<file path="src/rtl/gpio_mux_pkg.sv">
package gpio_mux_pkg;
  typedef enum logic [1:0] {
    REG_PIN = 2'd0,
    REG_LAT = 2'd1,
    REG_DIR = 2'd2,
    REG_ANA = 2'd3
  } reg_sel_e;

  typedef struct packed {
    logic dac_en;
    logic srq_en;
    logic srq;
    logic c1_en;
    logic c1_out;
    logic srnq_en;
    logic srnq;
    logic c2_en;
    logic c2_out;
    logic clko_en;
    logic clko;
  } periph_t;
endpackage

</file>
<file path="src/rtl/gpio_sync.sv">
module gpio_sync #(
  parameter int W      = 8,
  parameter int STAGES = 2
) (
  input  logic         clk,
  input  logic         rst,
  input  logic [W-1:0] d,
  output logic [W-1:0] q
);
  logic [W-1:0] chain [STAGES];

  always_ff @(posedge clk) begin
    if (rst) begin
      for (int s = 0; s < STAGES; s++) chain[s] <= '0;
    end else begin
      chain[0] <= d;
      for (int s = 1; s < STAGES; s++) chain[s] <= chain[s-1];
    end
  end

  assign q = chain[STAGES-1];
endmodule

</file>
<file path="src/rtl/gpio_regs.sv">
module gpio_regs
  import gpio_mux_pkg::*;
#(
  parameter int           W        = 8,
  parameter int           OSC_PINS = 2,
  parameter logic [W-1:0] ANA_MASK = 8'h2F,
  parameter logic [W-1:0] ANA_RST  = 8'h2F
) (
  input  logic         clk,
  input  logic         rst,
  input  logic [1:0]   bus_addr,
  input  logic         bus_we,
  input  logic [W-1:0] bus_wdata,
  input  logic         osc_claim,
  input  logic [W-1:0] pin_sync,
  output logic [W-1:0] bus_rdata,
  output logic [W-1:0] lat_q,
  output logic [W-1:0] dir_q
);
  localparam logic [W-1:0] OSC_MASK = ~({W{1'b1}} >> OSC_PINS);

  logic [W-1:0] ana_q;
  logic [W-1:0] vis;

  assign vis = osc_claim ? ~OSC_MASK : {W{1'b1}};

  always_ff @(posedge clk) begin
    if (rst) begin
      lat_q     <= '0;
      dir_q     <= '1;
      ana_q     <= ANA_RST & ANA_MASK;
      bus_rdata <= '0;
    end else begin
      case (bus_addr)
        REG_PIN: bus_rdata <= pin_sync & ~ana_q & vis;
        REG_LAT: bus_rdata <= lat_q & vis;
        REG_DIR: bus_rdata <= dir_q & vis;
        default: bus_rdata <= ana_q;
      endcase
      if (bus_we) begin
        case (bus_addr)
          REG_PIN, REG_LAT: lat_q <= bus_wdata;
          REG_DIR:          dir_q <= bus_wdata;
          default:          ana_q <= bus_wdata & ANA_MASK;
        endcase
      end
    end
  end

  p_ana_unimpl_r5: assert property (@(posedge clk) disable iff (rst)
    (bus_addr == REG_ANA) |=> ((bus_rdata & ~ANA_MASK) == '0));

  p_analog_zero_r6: assert property (@(posedge clk) disable iff (rst)
    (bus_addr == REG_PIN) |=> ((bus_rdata & $past(ana_q)) == '0));

  p_osc_hide_r7: assert property (@(posedge clk) disable iff (rst)
    (osc_claim && bus_addr != REG_ANA) |=> ((bus_rdata & OSC_MASK) == '0));
endmodule

</file>
<file path="src/rtl/gpio_out_mux.sv">
module gpio_out_mux
  import gpio_mux_pkg::*;
#(
  parameter int W        = 8,
  parameter int OSC_PINS = 2,
  parameter int DAC_PIN  = 2,
  parameter int SR_PIN   = 4,
  parameter int SRN_PIN  = 5,
  parameter int CLK_PIN  = 6
) (
  input  logic         clk,
  input  logic         rst,
  input  logic [W-1:0] lat_q,
  input  logic [W-1:0] dir_q,
  input  logic         osc_claim,
  input  periph_t      periph,
  output logic [W-1:0] pad_out,
  output logic [W-1:0] pad_oe
);
  localparam logic [W-1:0] OSC_MASK = ~({W{1'b1}} >> OSC_PINS);

  logic [W-1:0] sel_out, sel_oe;

  for (genvar i = 0; i < W; i++) begin : g_pin
    logic o, e;
    if (i == DAC_PIN) begin : g_dac
      assign e = periph.dac_en ? 1'b0 : ~dir_q[i];
      assign o = periph.dac_en ? 1'b0 : lat_q[i];
    end else if (i == SR_PIN) begin : g_sr
      assign e = periph.srq_en | periph.c1_en | ~dir_q[i];
      assign o = periph.srq_en ? periph.srq :
                 periph.c1_en  ? periph.c1_out : lat_q[i];
    end else if (i == SRN_PIN) begin : g_srn
      assign e = periph.srnq_en | periph.c2_en | ~dir_q[i];
      assign o = periph.srnq_en ? periph.srnq :
                 periph.c2_en   ? periph.c2_out : lat_q[i];
    end else if (i == CLK_PIN) begin : g_clk
      assign e = periph.clko_en | ~dir_q[i];
      assign o = periph.clko_en ? periph.clko : lat_q[i];
    end else begin : g_plain
      assign e = ~dir_q[i];
      assign o = lat_q[i];
    end
    assign sel_oe[i]  = (osc_claim && OSC_MASK[i]) ? 1'b0 : e;
    assign sel_out[i] = (osc_claim && OSC_MASK[i]) ? 1'b0 : o;
  end

  always_ff @(posedge clk) begin
    if (rst) begin
      pad_out <= '0;
      pad_oe  <= '0;
    end else begin
      pad_out <= sel_out;
      pad_oe  <= sel_oe;
    end
  end

  p_osc_release_r7: assert property (@(posedge clk) disable iff (rst)
    osc_claim |=> ((pad_oe & OSC_MASK) == '0));

  p_dac_off_r8: assert property (@(posedge clk) disable iff (rst)
    periph.dac_en |=> !pad_oe[DAC_PIN]);

  p_srq_wins_r9: assert property (@(posedge clk) disable iff (rst)
    periph.srq_en |=> (pad_oe[SR_PIN] && pad_out[SR_PIN] == $past(periph.srq)));

  p_srnq_wins_r10: assert property (@(posedge clk) disable iff (rst)
    periph.srnq_en |=> (pad_oe[SRN_PIN] && pad_out[SRN_PIN] == $past(periph.srnq)));

  p_clko_wins_r11: assert property (@(posedge clk) disable iff (rst)
    (periph.clko_en && !osc_claim) |=> (pad_oe[CLK_PIN] && pad_out[CLK_PIN] == $past(periph.clko)));
endmodule

</file>
<file path="src/rtl/gpio_mux_port.sv">
module gpio_mux_port
  import gpio_mux_pkg::*;
#(
  parameter int          W           = 8,
  parameter int          SYNC_STAGES = 2,
  parameter int          OSC_PINS    = 2,
  parameter logic [7:0]  ANA_MASK    = 8'h2F,
  parameter logic [7:0]  ANA_RST     = 8'h2F
) (
  input  logic       clk,
  input  logic       rst,
  input  logic [1:0] bus_addr,
  input  logic       bus_we,
  input  logic [7:0] bus_wdata,
  output logic [7:0] bus_rdata,
  input  logic       osc_claim,
  input  logic       dac_en,
  input  logic       srq_en,
  input  logic       srq,
  input  logic       c1_en,
  input  logic       c1_out,
  input  logic       srnq_en,
  input  logic       srnq,
  input  logic       c2_en,
  input  logic       c2_out,
  input  logic       clko_en,
  input  logic       clko,
  input  logic [7:0] pad_in,
  output logic [7:0] pad_out,
  output logic [7:0] pad_oe
);
  logic [W-1:0] pin_sync, lat_q, dir_q;
  periph_t      periph;

  assign periph = '{dac_en: dac_en, srq_en: srq_en, srq: srq, c1_en: c1_en,
                    c1_out: c1_out, srnq_en: srnq_en, srnq: srnq, c2_en: c2_en,
                    c2_out: c2_out, clko_en: clko_en, clko: clko};

  gpio_sync #(.W(W), .STAGES(SYNC_STAGES)) u_sync (
    .clk(clk), .rst(rst), .d(pad_in), .q(pin_sync)
  );

  gpio_regs #(.W(W), .OSC_PINS(OSC_PINS), .ANA_MASK(ANA_MASK), .ANA_RST(ANA_RST)) u_regs (
    .clk(clk), .rst(rst), .bus_addr(bus_addr), .bus_we(bus_we),
    .bus_wdata(bus_wdata), .osc_claim(osc_claim), .pin_sync(pin_sync),
    .bus_rdata(bus_rdata), .lat_q(lat_q), .dir_q(dir_q)
  );

  gpio_out_mux #(.W(W), .OSC_PINS(OSC_PINS)) u_mux (
    .clk(clk), .rst(rst), .lat_q(lat_q), .dir_q(dir_q),
    .osc_claim(osc_claim), .periph(periph),
    .pad_out(pad_out), .pad_oe(pad_oe)
  );

  p_reset_quiet_r1: assert property (@(posedge clk)
    rst |=> (pad_oe == '0 && bus_rdata == '0));

  p_input_dir_r2: assert property (@(posedge clk) disable iff (rst)
    (bus_we && bus_addr == REG_DIR && bus_wdata == 8'hFF && !srq_en && !c1_en
     && !srnq_en && !c2_en && !clko_en) ##1 (!srq_en && !c1_en && !srnq_en
     && !c2_en && !clko_en) |=> (pad_oe == '0));
endmodule

</file>
<file path="config.mk">
export PLATFORM = sky130hd
export DESIGN_NAME = gpio_mux_port
export DESIGN_NICKNAME = d
export VERILOG_FILES = /design/src/rtl/gpio_mux_pkg.sv /design/src/rtl/gpio_sync.sv /design/src/rtl/gpio_regs.sv /design/src/rtl/gpio_out_mux.sv /design/src/rtl/gpio_mux_port.sv
export SDC_FILE = /design/constraint.sdc
export NUM_CORES = 1
export LEC_CHECK = 0
export ABC_AREA = 1
export ABC_CLOCK_PERIOD_IN_PS = 1210
export CORE_MARGIN = 2
export CORE_UTILIZATION = 28
export DETAILED_ROUTE_END_ITERATION = 10
export GPL_TIMING_DRIVEN = 0
export RECOVER_POWER = 25
export SETUP_SLACK_MARGIN = 0.2
export SYNTH_ARGS = -nofsm -noshare
export SYNTH_HDL_FRONTEND = slang
export SYNTH_HIERARCHICAL = 1
export SYNTH_SLANG_ARGS = --single-unit
</file>
<file path="constraint.sdc">
create_clock -name clk -period 1.21 [get_ports clk]
set_input_delay 0.242 -clock clk [delete_from_list [all_inputs] [get_ports clk]]
set_output_delay 0.242 -clock clk [all_outputs]
set_load 0.005 [all_outputs]
</file>
==> results of run 1 <==
report_power, final:
part | switching (mW) | leakage, nW | internal [mW]
clock | 0.794 | 0.0836 | 0.849
combinational | 0.300 | 1.06 | 0.300
sequential | 0.0538 | 0.506 | 2.12
total | 1.15 | 1.65 | 3.27
registers in the layout (all words and copies together) (netlist names):
name and flops:
u_regs/dir_q 8, u_mux/pad_out 8, u_regs/lat_q 8, u_regs/bus_rdata 8
u_regs/ana_q 5, u_sync/chain 16, u_mux/pad_oe 8
worst max-delay path: stages:
cell	delay, ns
dlygate4sd2_1	0.46
clkbuf_1	0.34
buf_8	0.18
nor2_1	0.05
cells in the final DEF, fill, tap and decap left out, types with 2 or more instances in the layout:
| master | count |
|---|---|
| clkdlybuf4s15_2 | 2 |
| buf_4 | 8 |
| a21oi_1 | 6 |
| a21oi_2 | 2 |
| nor2_2 | 4 |
| inv_1 | 40 |
| o211ai_2 | 13 |
| dlygate4sd2_1 | 2 |
| o21ai_0 | 2 |
| buf_6 | 8 |
| dfxtp_2 | 10 |
| dfxtp_1 | 51 |
| clkdlybuf4s50_1 | 28 |
| nor2_4 | 2 |
| clkinvlp_4 | 4 |
| inv_2 | 7 |
| nand2_2 | 2 |
| buf_2 | 25 |
| nor2_1 | 47 |
| ha_2 | 2 |
| o211ai_1 | 2 |
| nand3_1 | 18 |
| clkbuf_8 | 11 |
| nand2_1 | 60 |
| buf_12 | 2 |
| nand2_4 | 3 |
| clkbuf_1 | 2 |
per-stage QoR:
stage	std cells	cell area (µm²)
detailed placement	461	3190
CTS	479	3290
global route	481	3340
finish	481	3340
global placement	461	3190
floorplan	297	2490
final timing paths:
| path | slack [ns] | from | endpoint |
|---|---|---|---|
| worst max register to register | 0.43 | u_regs/ana_q[5]$_SDFFE_PP1P_ | u_regs/bus_rdata[5]$_SDFF_PP0_ |
| worst min register to register | 0.40 | u_sync/chain[0][7]$_SDFF_PP0_ | u_sync/chain[0][15]$_SDFF_PP0_ |
| worst max-delay path | 0.16 | rst | u_sync/chain[0][4]$_SDFF_PP0_ |
| worst min-delay path | 0.40 | u_sync/chain[0][7]$_SDFF_PP0_ | u_sync/chain[0][15]$_SDFF_PP0_ |
kinds of logic (layout without fill, tap and decap cells):
| logic type | count (synthesis) | count (layout) | share of synthesized area |
|---|---|---|---|
| AO/OA/AOI/OAI | 26 | 26 | 0.0973 |
| adder cells (fa/ha/maj) | 4 | 4 | 0.0203 |
| flip-flops | 61 | 61 | 0.495 |
| buffers and inverters | 66 | 142 | 0.136 |
| AND/OR/NAND/NOR | 140 | 140 | 0.252 |
routing by layer:
metal  vias up  GRT usage
met2        47      0.183
li1       1040          -
met4         0     0.0513
met3         5     0.0515
met5         -          0
met1       821      0.127
area by class of cell:
type | instances | area share
Clock buffer | 11 | 0.0454
Clock inverter | 5 | 0.0105
Buffer | 18 | 0.0473
Sequential cell | 61 | 0.370
Inverter | 48 | 0.0555
Multi-Input combinational cell | 170 | 0.281
Timing Repair Buffer | 60 | 0.150
Tap cell | 108 | 0.0405
repair_timing:
action,4_1_cts,5_1_grt
setup endpoints to repair,80,34
cloned,1,2
pin swaps,0,2
resized for setup,109,14
buffers inserted,1,0
==> reports/results.tsv, run 1 <==
stage	metric	value	unit
power	powerDensity	1330	mW/mm²
routing	wl	5220	µm
grt	grt_pass1_vias	1818	
routing	drc	0	
floorplan	rows	34	
floorplan	die_x	97.9	µm
setup_path	critPathMaxFanout	10	
hold_path	min_path_type	reg2reg	
clock_tree	path_clk_slew	0.06	ns
placed_design	dp_slack	-0.473	ns
timing	setup_slack	0.159	ns
timing	fin_crit_sh	0.868	
cells_and_area	drive_gt1_frac	0.298	
setup_path	worst_setup_path_start_kind	primary input	
synthesis	synth_cell_types	26	
synthesis	synth_most_common_cell	nand2_1	
timing	fin_skew	0.00895	ns
floorplan	core	0.00864	mm²
clock_tree	cts_tree	yes	
setup_path	crit_type	in2reg	
synthesis	ys_ff_latch	61	
cells_and_area	fillers	891	
cells_and_area	regArea	0.00123	mm²
setup_path	critPathArrivalTime	1.28	ns
hold_path	min_delay_path_depth	2	
routing	via_count	1913	
grt	grt_overflow	0	
timing	post-route-min-period	1.05	ns
floorplan	dieArea	0.00958	mm²
timing	setup_violations	0	
placed_design	dp_hpwl	3710	µm
placed_design	io_buffers	56	
clock_tree	numCtsBuffers	9	
clock_tree	cts-root-buf	clkbuf_8	
power	peakVddDrop	571	µV
timing	rsz0062_at_grt	true	
floorplan	initial_core_util	0.286	
cells_and_area	finalNetCount	405	
synthesis	post_synth.cell_area_avg	8.31	µm²
floorplan	io_pins	57	
synthesis	yosys.area.top_type	dfxtp_1	
cells_and_area	antenna_cells	0	
synthesis	synth.net_count	334	
clock_tree	clock-sinks	61	
synthesis	ys_warn_count	6	
clock_tree	hold_buffers	0	
grt	grt_use_total	0.113	
synthesis	synthTopCellsByCount	62 x nand2_1, 61 x dfxtp_1, 47 x nor2_1	
grt	grt_pass1_wl	8480	µm
synthesis	seq_area_frac_synth	0.495	
timing	worst_hold_slack	0.400	ns
routing	ant_nets	0	
timing	fmax	952	MHz
power	power.leakage	1.65	nW
clock_tree	htreeDepth	3	
synthesis	synth_edf_count	0	
setup_path	cp.required	1.44	ns
routing	met3_length	349	µm
cells_and_area	multi_input_area	937	µm²
run	max_cap_violations	0	
routing	firstDrtPassIters	4	
cells_and_area	post-route-util	0.386	
timing	drv_slew	0	
timing	fin_setup_tns	0	ns
routing	top_layer	met4	
cells_and_area	area_delta_synth_final	35.1	%
routing	drtIter0Drc	75	
routing	wire_per_inst	10.8	µm
grt	antenna_found_initial	0	
synthesis	postSynth.asyncResetShare	0	
grt	grt_max_degree	12	
floorplan	die_y	97.9	µm
placed_design	place.gp.congestion	0.777	
routing	via_per_inst	3.98	
clock_tree	clockBufferDepth	2	
synthesis	yosys-top-cells-area	dfxtp_1 49%, nand2_1 9.4%, nor2_1 7.1%	
setup_path	cp-end-kind	flip-flop	
setup_path	worstRegToRegCells	5	
routing	met2WireLength	2520	µm
synthesis	syn-cell-area	0.00247	mm²
synthesis	ys.flop_type	dfxtp_1	
synthesis	syn_inst	297	
routing	wl_met1	2280	µm
synthesis	yosysTopAreaCellShare	0.495	
outcome	status	finished clean	
timing	hold_violations	0	
clock_tree	clkLatencyLatePin	0.34	ns
power	total_power	4.42	mW
timing	worstMarginPinSlew	0.427	ns
timing	relSlewSlack	0.715	
No activity file was read; power rests on OpenSTA's default activity.
==> run 2, diff against run 1 <==
--- a/config.mk
+++ b/config.mk
@@ -9,11 +9,11 @@
 export ABC_CLOCK_PERIOD_IN_PS = 1210
 export CORE_MARGIN = 2
 export CORE_UTILIZATION = 28
+export CTS_CLUSTER_DIAMETER = 80
 export DETAILED_ROUTE_END_ITERATION = 10
 export GPL_TIMING_DRIVEN = 0
 export RECOVER_POWER = 25
 export SETUP_SLACK_MARGIN = 0.2
 export SYNTH_ARGS = -nofsm -noshare
 export SYNTH_HDL_FRONTEND = slang
-export SYNTH_HIERARCHICAL = 1
 export SYNTH_SLANG_ARGS = --single-unit
==> run 2 against run 1 <==
Net effect:
- final area shrank 5.4%
- core utilization is 2.2 points higher
- worst setup slack better by 0.023 ns
- die area down 8.8%
- register-to-register slack gained 0.03 ns
- critical endpoint is now u_regs.dir_q[7]$_SDFFE_PP1P_
- highest routed layer unchanged
==> reports/results.tsv, run 2 <==
stage	metric	value	unit	change
timing	relSlewSlack	0.777		+0.0617
routing	drc	0		unchanged
power	peakVddDrop	661	µV	+16%
power	total_power	4.49	mW	+1.6%
grt	antenna_found_initial	0		unchanged
timing	post-route-min-period	1.03	ns	-0.0231 ns
grt	gr-usage-met3	0.0467		-0.00480
setup_path	worst_setup_path_start_kind	primary input		
timing	drv_slew	0		unchanged
clock_tree	htreeDepth	3		unchanged
outcome	status	finished clean		
grt	grt_use_met2	0.207		+0.0235
synthesis	post_synth.cell_area_avg	7.79	µm²	-6.3%
setup_path	critPathArrivalTime	1.24	ns	-0.04 ns
setup_path	worst-r2r-setup-slack	0.46	ns	+0.03 ns
setup_path	worstRegToRegCells	5		unchanged
timing	fmax	973	MHz	+2.2%
clock_tree	cts-root-buf	clkbuf_8		
timing	worstMarginPinSlew	0.334	ns	-0.0925 ns
clock_tree	numCtsBuffers	9		unchanged
setup_path	reg2reg_from	u_regs.ana_q[1]$_SDFFE_PP1P_		
routing	wire_per_inst	11.1	µm	+2.6%
synthesis	synth.net_count	325		-2.7%
timing	worst_hold_slack	0.403	ns	+0.00301 ns
grt	grt.busiest_layer	met2		
cells_and_area	largest_reg_flops	16		unchanged
synthesis	ys_warn_count	0		-6
setup_path	cp_top_family	buffers and inverters		
setup_path	rr_endpoint	u_regs.bus_rdata[1]$_SDFF_PP0_		
synthesis	yosys.area.top_type	dfxtp_1		
timing	fin_crit_sh	0.849		-0.0191
routing	drtIter0Drc	141		+88%
floorplan	core	0.00773	mm²	-11%
placed_design	dp_hpwl	3640	µm	-1.9%
floorplan	rows	32		-5.9%
cells_and_area	largest-register	u_sync.chain		
floorplan	io_pins	57		unchanged
synthesis	postSynth.asyncResetShare	0		unchanged
cells_and_area	final_common_cell	nand2_1		
clock_tree	clkLatencyLatePin	0.34	ns	about the same
setup_path	cp-end-kind	flip-flop		
power	power.leakage	1.56	nW	-5.2%
grt	grt_use_met1	0.153		+0.0260
run	max_cap_violations	0		unchanged
synthesis	synthTopCellsByCount	65 x nand2_1, 61 x dfxtp_1, 49 x nor2_1		
power	powerDensity	1420	mW/mm²	+7.4%
placed_design	io_buffers	56		unchanged
synthesis	ys_ff_latch	61		unchanged
timing	rsz0062_at_grt	true		
grt	grt_overflow	0		unchanged
placed_design	place.gp.congestion	0.886		+14%
routing	via_per_inst	4.07		+2.4%
floorplan	die_y	93.5	µm	-4.5%
floorplan	die_x	93.5	µm	-4.5%
synthesis	synth_most_common_cell	nand2_1		
clock_tree	clock-sinks	61		unchanged
floorplan	initial_core_util	0.290		+0.00446
clock_tree	hold_buffers	0		unchanged
cells_and_area	fillers	797		-11%
routing	via_count	1894		-0.99%
cells_and_area	finalNetCount	395		-2.5%
grt	grt_pass1_wl	8470	µm	about the same
clock_tree	clockBufferDepth	2		unchanged
grt	grt_max_degree	12		unchanged
setup_path	slowest_delay	0.26	ns	-0.20 ns
cells_and_area	mostFrequentLayoutCells	64 x nand2_1, 55 x dfxtp_1, 44 x nor2_1		
timing	setup_violations	0		unchanged
synthesis	synth_cell_types	19		-27%
timing	hold_violations	0		unchanged
hold_path	min_delay_path_depth	2		unchanged
routing	ant_nets	0		unchanged
setup_path	crit_slowest_cell	clkbuf_2		
cells_and_area	post-route-util	0.409		+0.0223
setup_path	crit_path_cell_trace	buf_2, inv_2, ha_1, clkbuf_2, nand2_8, buf_8, nand2_1, o211ai_1		
synthesis	syn-cell-area	0.00224	mm²	-9.1%
grt	grt_use_total	0.126		+0.0132
clock_tree	cts_tree	yes		
cells_and_area	drive_gt1_frac	0.223		-0.0744
timing	fin_skew	0.00893	ns	-0.0000162 ns
clock_tree	path_clk_slew	0.07	ns	about the same
synthesis	yosys-top-cells-area	dfxtp_1 54%, nand2_1 11%, nor2_1 8.2%		
routing	firstDrtPassIters	4		unchanged
hold_path	min_from	u_sync.chain[0][7]$_SDFF_PP0_		
synthesis	ys.flop_type	dfxtp_1		
hold_path	holdPathEnd	u_sync.chain[0][15]$_SDFF_PP0_		
routing	wl	5170	µm	-0.84%
setup_path	cp.required	1.42	ns	-0.02 ns
grt	grt_pass1_vias	1789		-1.6%
synthesis	syn_inst	288		-3.0%
setup_path	critical_path_buf_inv_count	4		+1
synthesis	yosysTopAreaCellShare	0.544		+0.0497
hold_path	min_path_type	reg2reg		
cells_and_area	antenna_cells	0		unchanged
cells_and_area	area_delta_synth_final	40.7	%	
setup_path	critPathMaxFanout	10		unchanged
synthesis	synth_edf_count	0		unchanged
floorplan	dieArea	0.00874	mm²	-8.8%
setup_path	crit_type	in2reg		
synthesis	seq_area_frac_synth	0.544		+0.0497
## run 2: worst max-delay path by stage
stage,startpoint,end,cells past startpoint
after floorplan,bus_addr[1],u_regs.bus_rdata[6]$_SDFF_PP0_,5
after global placement,bus_addr[1],u_regs.bus_rdata[6]$_SDFF_PP0_,6
after detailed placement,bus_addr[1],u_regs.bus_rdata[1]$_SDFF_PP0_,6
after CTS,u_regs.bus_rdata[4]$_SDFF_PP0_,bus_rdata[4],1
after global routing,bus_addr[0],u_regs.bus_rdata[3]$_SDFF_PP0_,9
final,bus_addr[0],u_regs.dir_q[7]$_SDFFE_PP1P_,8
## run 2: metal layers
layer / part of all wire / up-vias
met5: 0 / -
met4: 0.0056 / 0
met3: 0.084 / 3
met2: 0.46 / 58
met1: 0.45 / 814
li1: - / 1019
## run 2: what timing repair did
action,4_1_cts,5_1_grt
pin swaps,2,6
gates resized for setup,117,18
buffers inserted,2,1
setup endpoints to repair,75,39
## run 2: worst register-to-register path: cells and delay by family, from the launching register on
kind / cells / cell delay, ns
buffers and inverters: 1 / 0.05
flip-flops: 1 / 0.36
AND/OR/NAND/NOR: 4 / 0.23
## run 2: power breakdown
| group | leakage (nW) | total (mW) | internal (mW) | switching (mW) |
|---|---|---|---|---|
| registers | 0.505 | 2.18 | 2.12 | 0.0539 |
| logic | 0.962 | 0.537 | 0.265 | 0.272 |
| clock network | 0.0943 | 1.78 | 0.998 | 0.783 |
## run 2: kinds of logic after synthesis
kind of cell | share of synthesized area
fa+ha+maj | 0.0223
simple gates | 0.254
compound gates | 0.0714
buf+inv | 0.108
flops | 0.544
## run 2: cell type report
| class | count | area (µm²) | share of cell area |
|---|---|---|---|
| well taps | 102 | 128 | 0.0404 |
| flip-flops and latches | 61 | 1230 | 0.389 |
| repair buffers | 59 | 494 | 0.157 |
| clock buffers | 10 | 138 | 0.0436 |
| clock inverters | 6 | 62.6 | 0.0198 |
| plain buffers | 10 | 77.6 | 0.0246 |
| inverters | 49 | 184 | 0.0583 |
| multi-input cells | 168 | 845 | 0.268 |
## run 2: stage by stage
stage	setup TNS, ns	area, µm²	setup slack [ns]	std cells
after floorplan	0	2280	0.195	288
after CTS	0	3110	0.178	464
after detailed placement	-19.57	2970	-0.506	446
after global routing	0	3160	0.121	465
final	0	3160	0.182	465
after global placement	-18.48	2970	-0.480	446
==> run 3, diff against run 2 <==
--- a/config.mk
+++ b/config.mk
@@ -6,7 +6,7 @@
 export NUM_CORES = 1
 export LEC_CHECK = 0
 export ABC_AREA = 1
-export ABC_CLOCK_PERIOD_IN_PS = 1210
+export ABC_CLOCK_PERIOD_IN_PS = 950
 export CORE_MARGIN = 2
 export CORE_UTILIZATION = 28
 export CTS_CLUSTER_DIAMETER = 80
==> constraint.sdc (replaced) <==
create_clock -name clk -period 0.95 [get_ports clk]
set_input_delay 0.19 -clock clk [delete_from_list [all_inputs] [get_ports clk]]
set_output_delay 0.19 -clock clk [all_outputs]
set_load 0.005 [all_outputs]
==> run 3 against run 2 <==
Net effect:
- the run now ends with negative setup slack left
- clock skew about the same
- clock-buffer cell count rose by 2
- via count is 3.0% higher
- highest routed layer unchanged
- global-route usage increased by 0.63 points
==> reports/results.tsv, run 3 (synthesis results as in run 2) <==
stage	metric	value	unit	change
cells_and_area	area_delta_synth_final	51.0	%	
placed_design	place.gp.congestion	0.852		-3.8%
setup_path	worst-r2r-setup-slack	0.21	ns	-0.25 ns
outcome	violations	negative setup slack		
grt	grt_use_total	0.132		+0.00631
grt	grt_pass1_vias	1802		+0.73%
floorplan	die_y	93.5	µm	unchanged
cells_and_area	mostFrequentLayoutCells	55 x nand2_1, 54 x dfxtp_1, 46 x nor2_1		
cells_and_area	antenna_cells	0		unchanged
setup_path	reg2reg_from	u_regs.ana_q[3]$_SDFFE_PP1P_		
routing	drc	0		unchanged
power	powerDensity	1730	mW/mm²	+22%
clock_tree	cts-root-buf	clkbuf_8		
cells_and_area	fin_cells	468		+0.65%
cells_and_area	drive_gt1_frac	0.287		+0.0637
clock_tree	numCtsBuffers	9		unchanged
setup_path	rr_endpoint	u_regs.bus_rdata[3]$_SDFF_PP0_		
floorplan	initial_core_util	0.290		unchanged
cells_and_area	finalNetCount	398		+0.76%
setup_path	critPathMaxFanout	1		-9
setup_path	cp.required	0.76	ns	-0.66 ns
placed_design	io_buffers	56		unchanged
power	power.leakage	1.63	nW	+4.5%
hold_path	holdPathEnd	u_regs.dir_q[1]$_SDFFE_PP1P_		
routing	wl	5600	µm	+8.2%
setup_path	worst_setup_path_start_kind	flip-flop		
floorplan	core	0.00773	mm²	unchanged
setup_path	cp_top_family	flip-flops		
timing	fmax	1050	MHz	
timing	rsz0062_at_grt	true		
grt	grt_overflow	0		unchanged
setup_path	slowest_delay	0.31	ns	+0.05 ns
setup_path	cp-end-kind	output pin		
timing	post-route-min-period	0.953	ns	
outcome	status	complete, but fails checks		
hold_path	min_delay_path_depth	4		+2
cells_and_area	largest_reg_flops	16		unchanged
clock_tree	hold_buffers	0		unchanged
setup_path	crit_slowest_cell	dfxtp_2		
power	peakVddDrop	1090	µV	+65%
setup_path	critical_path_buf_inv_count	1		-3
timing	fin_skew	0.00864	ns	-0.000290 ns
cells_and_area	largest-register	u_sync.chain		
timing	setup_slack	-0.00252	ns	-0.185 ns
setup_path	crit_type	reg2out		
cells_and_area	final_common_cell	nand2_1		
floorplan	dieArea	0.00874	mm²	unchanged
routing	drtIter0Drc	90		-36%
timing	fin_crit_sh	1.00		
routing	via_per_inst	4.17		+2.3%
timing	worstMarginPinSlew	0.465	ns	+0.131 ns
floorplan	die_x	93.5	µm	unchanged
grt	antenna_found_initial	0		unchanged
routing	firstDrtPassIters	4		unchanged
timing	setup_violations	2		+2
grt	grt_max_degree	11		-1
clock_tree	clkLatencyLatePin	0.34	ns	about the same
cells_and_area	design_area	0.00339	mm²	+7.3%
floorplan	rows	32		unchanged
timing	relSlewSlack	0.690		-0.0871
hold_path	min_path_type	in2reg		
timing	drv_slew	0		unchanged
cells_and_area	fillers	772		-3.1%
setup_path	crit_path_cell_trace	buf_2		
grt	grt_pass1_wl	8710	µm	+2.8%
setup_path	startpoint	u_mux.pad_out[0]$_SDFF_PP0_		
setup_path	critPathArrivalTime	0.76	ns	-0.48 ns
placed_design	place_inst	446		unchanged
routing	wire_per_inst	12.0	µm	+7.5%
clock_tree	clock-sinks	61		unchanged
floorplan	io_pins	57		unchanged
routing	via_count	1950		+3.0%
timing	hold_violations	0		unchanged
placed_design	postPlaceCellArea	0.00307	mm²	+3.5%
clock_tree	htreeDepth	3		unchanged
routing	ant_nets	0		unchanged
setup_path	worstRegToRegCells	5		unchanged
clock_tree	cts_tree	yes		
placed_design	dp_hpwl	3620	µm	-0.63%
run	max_cap_violations	0		unchanged
clock_tree	clockBufferDepth	2		unchanged
clock_tree	path_clk_slew	0.07	ns	about the same
hold_path	min_from	bus_we		
==> run 3: changes by cell type in the layout (fill, tap and decap cells not counted), moves of 3 or more <==
cell,change
nand2_1,-9
nand2_2,+8
nand3_1,-7
nand3_2,+7
a21oi_1,-4
a21oi_2,+4
clkbuf_2,-4
buf_2,+3
clkbuf_1,+3
nor2_2,-3
==> run 3: metrics by stage <==
stage          total power, mW   util  setup WS (ns)  hold slack (ns)   TNS, ns
2_1_floorplan             3.20      -         0.0620            0.261         0
3_3_place_gp              3.56  0.398          -1.05            0.393    -39.95
3_5_place_dp              3.57  0.398          -1.06            0.395    -40.11
4_1_cts                   5.87  0.429        -0.0257            0.335    -0.260
5_1_grt                   6.15  0.438        -0.0494            0.249     -1.07
6_report                  5.86  0.438       -0.00252            0.261  -0.00453
==> run 3: layer usage <==
layer / track usage / wire length (µm) / part of all wire
met2: 0.214 / 2540 / 0.45
met3: 0.0500 / 453 / 0.081
met4: 0.0600 / 107 / 0.019
met1: 0.156 / 2490 / 0.45
met5: 0 / 0 / 0
==> run 3: how the worst max path moves through the flow <==
| stage | to | slack (ns) | depth (start not counted) |
|---|---|---|---|
| 3_3_place_gp | u_regs.bus_rdata[1]$_SDFF_PP0_ | -1.05 | 6 |
| 5_1_grt | bus_rdata[2] | -0.05 | 1 |
| 4_1_cts | pad_oe[3] | -0.03 | 1 |
| 6_report | pad_out[0] | -0.003 | 1 |
| 2_1_floorplan | u_regs.dir_q[6]$_SDFFE_PP1P_ | 0.06 | 7 |
| 3_5_place_dp | u_regs.bus_rdata[1]$_SDFF_PP0_ | -1.06 | 6 |
==> run 3: report_power, final <==
part           switching (mW)  total, mW  internal, mW
combinational           0.413      0.839         0.426
clock                   0.980       2.25          1.27
sequential             0.0656       2.77          2.70
total                    1.46       5.86          4.40
==> run 3: final cells by class <==
| type | instances | area (µm²) | area share |
|---|---|---|---|
| flip-flops and latches | 61 | 1230 | 0.363 |
| multi-input cells | 168 | 947 | 0.280 |
| clock inverters | 4 | 47.5 | 0.0140 |
| inverters | 49 | 216 | 0.0639 |
| repair buffers | 62 | 571 | 0.168 |
| plain buffers | 10 | 103 | 0.0303 |
| clock buffers | 12 | 145 | 0.0429 |
| well taps | 102 | 128 | 0.0377 |
==> run 3: repair_timing <==
| action | 4_1_cts | 5_1_grt |
|---|---|---|
| buffers inserted | 1 | 1 |
| pin swaps | 9 | 23 |
| endpoints found under the setup margin | 85 | 55 |
| hold endpoints to repair | 0 | 0 |
| gates resized for setup | 144 | 24 |
| gates cloned | 3 | 1 |
==> run 3: tightest hold or removal path: stages <==
cell and delay [ns]:
buf_2 0.15, nand2_8 0.11, nand2_1 0.05, o211ai_1 0.07
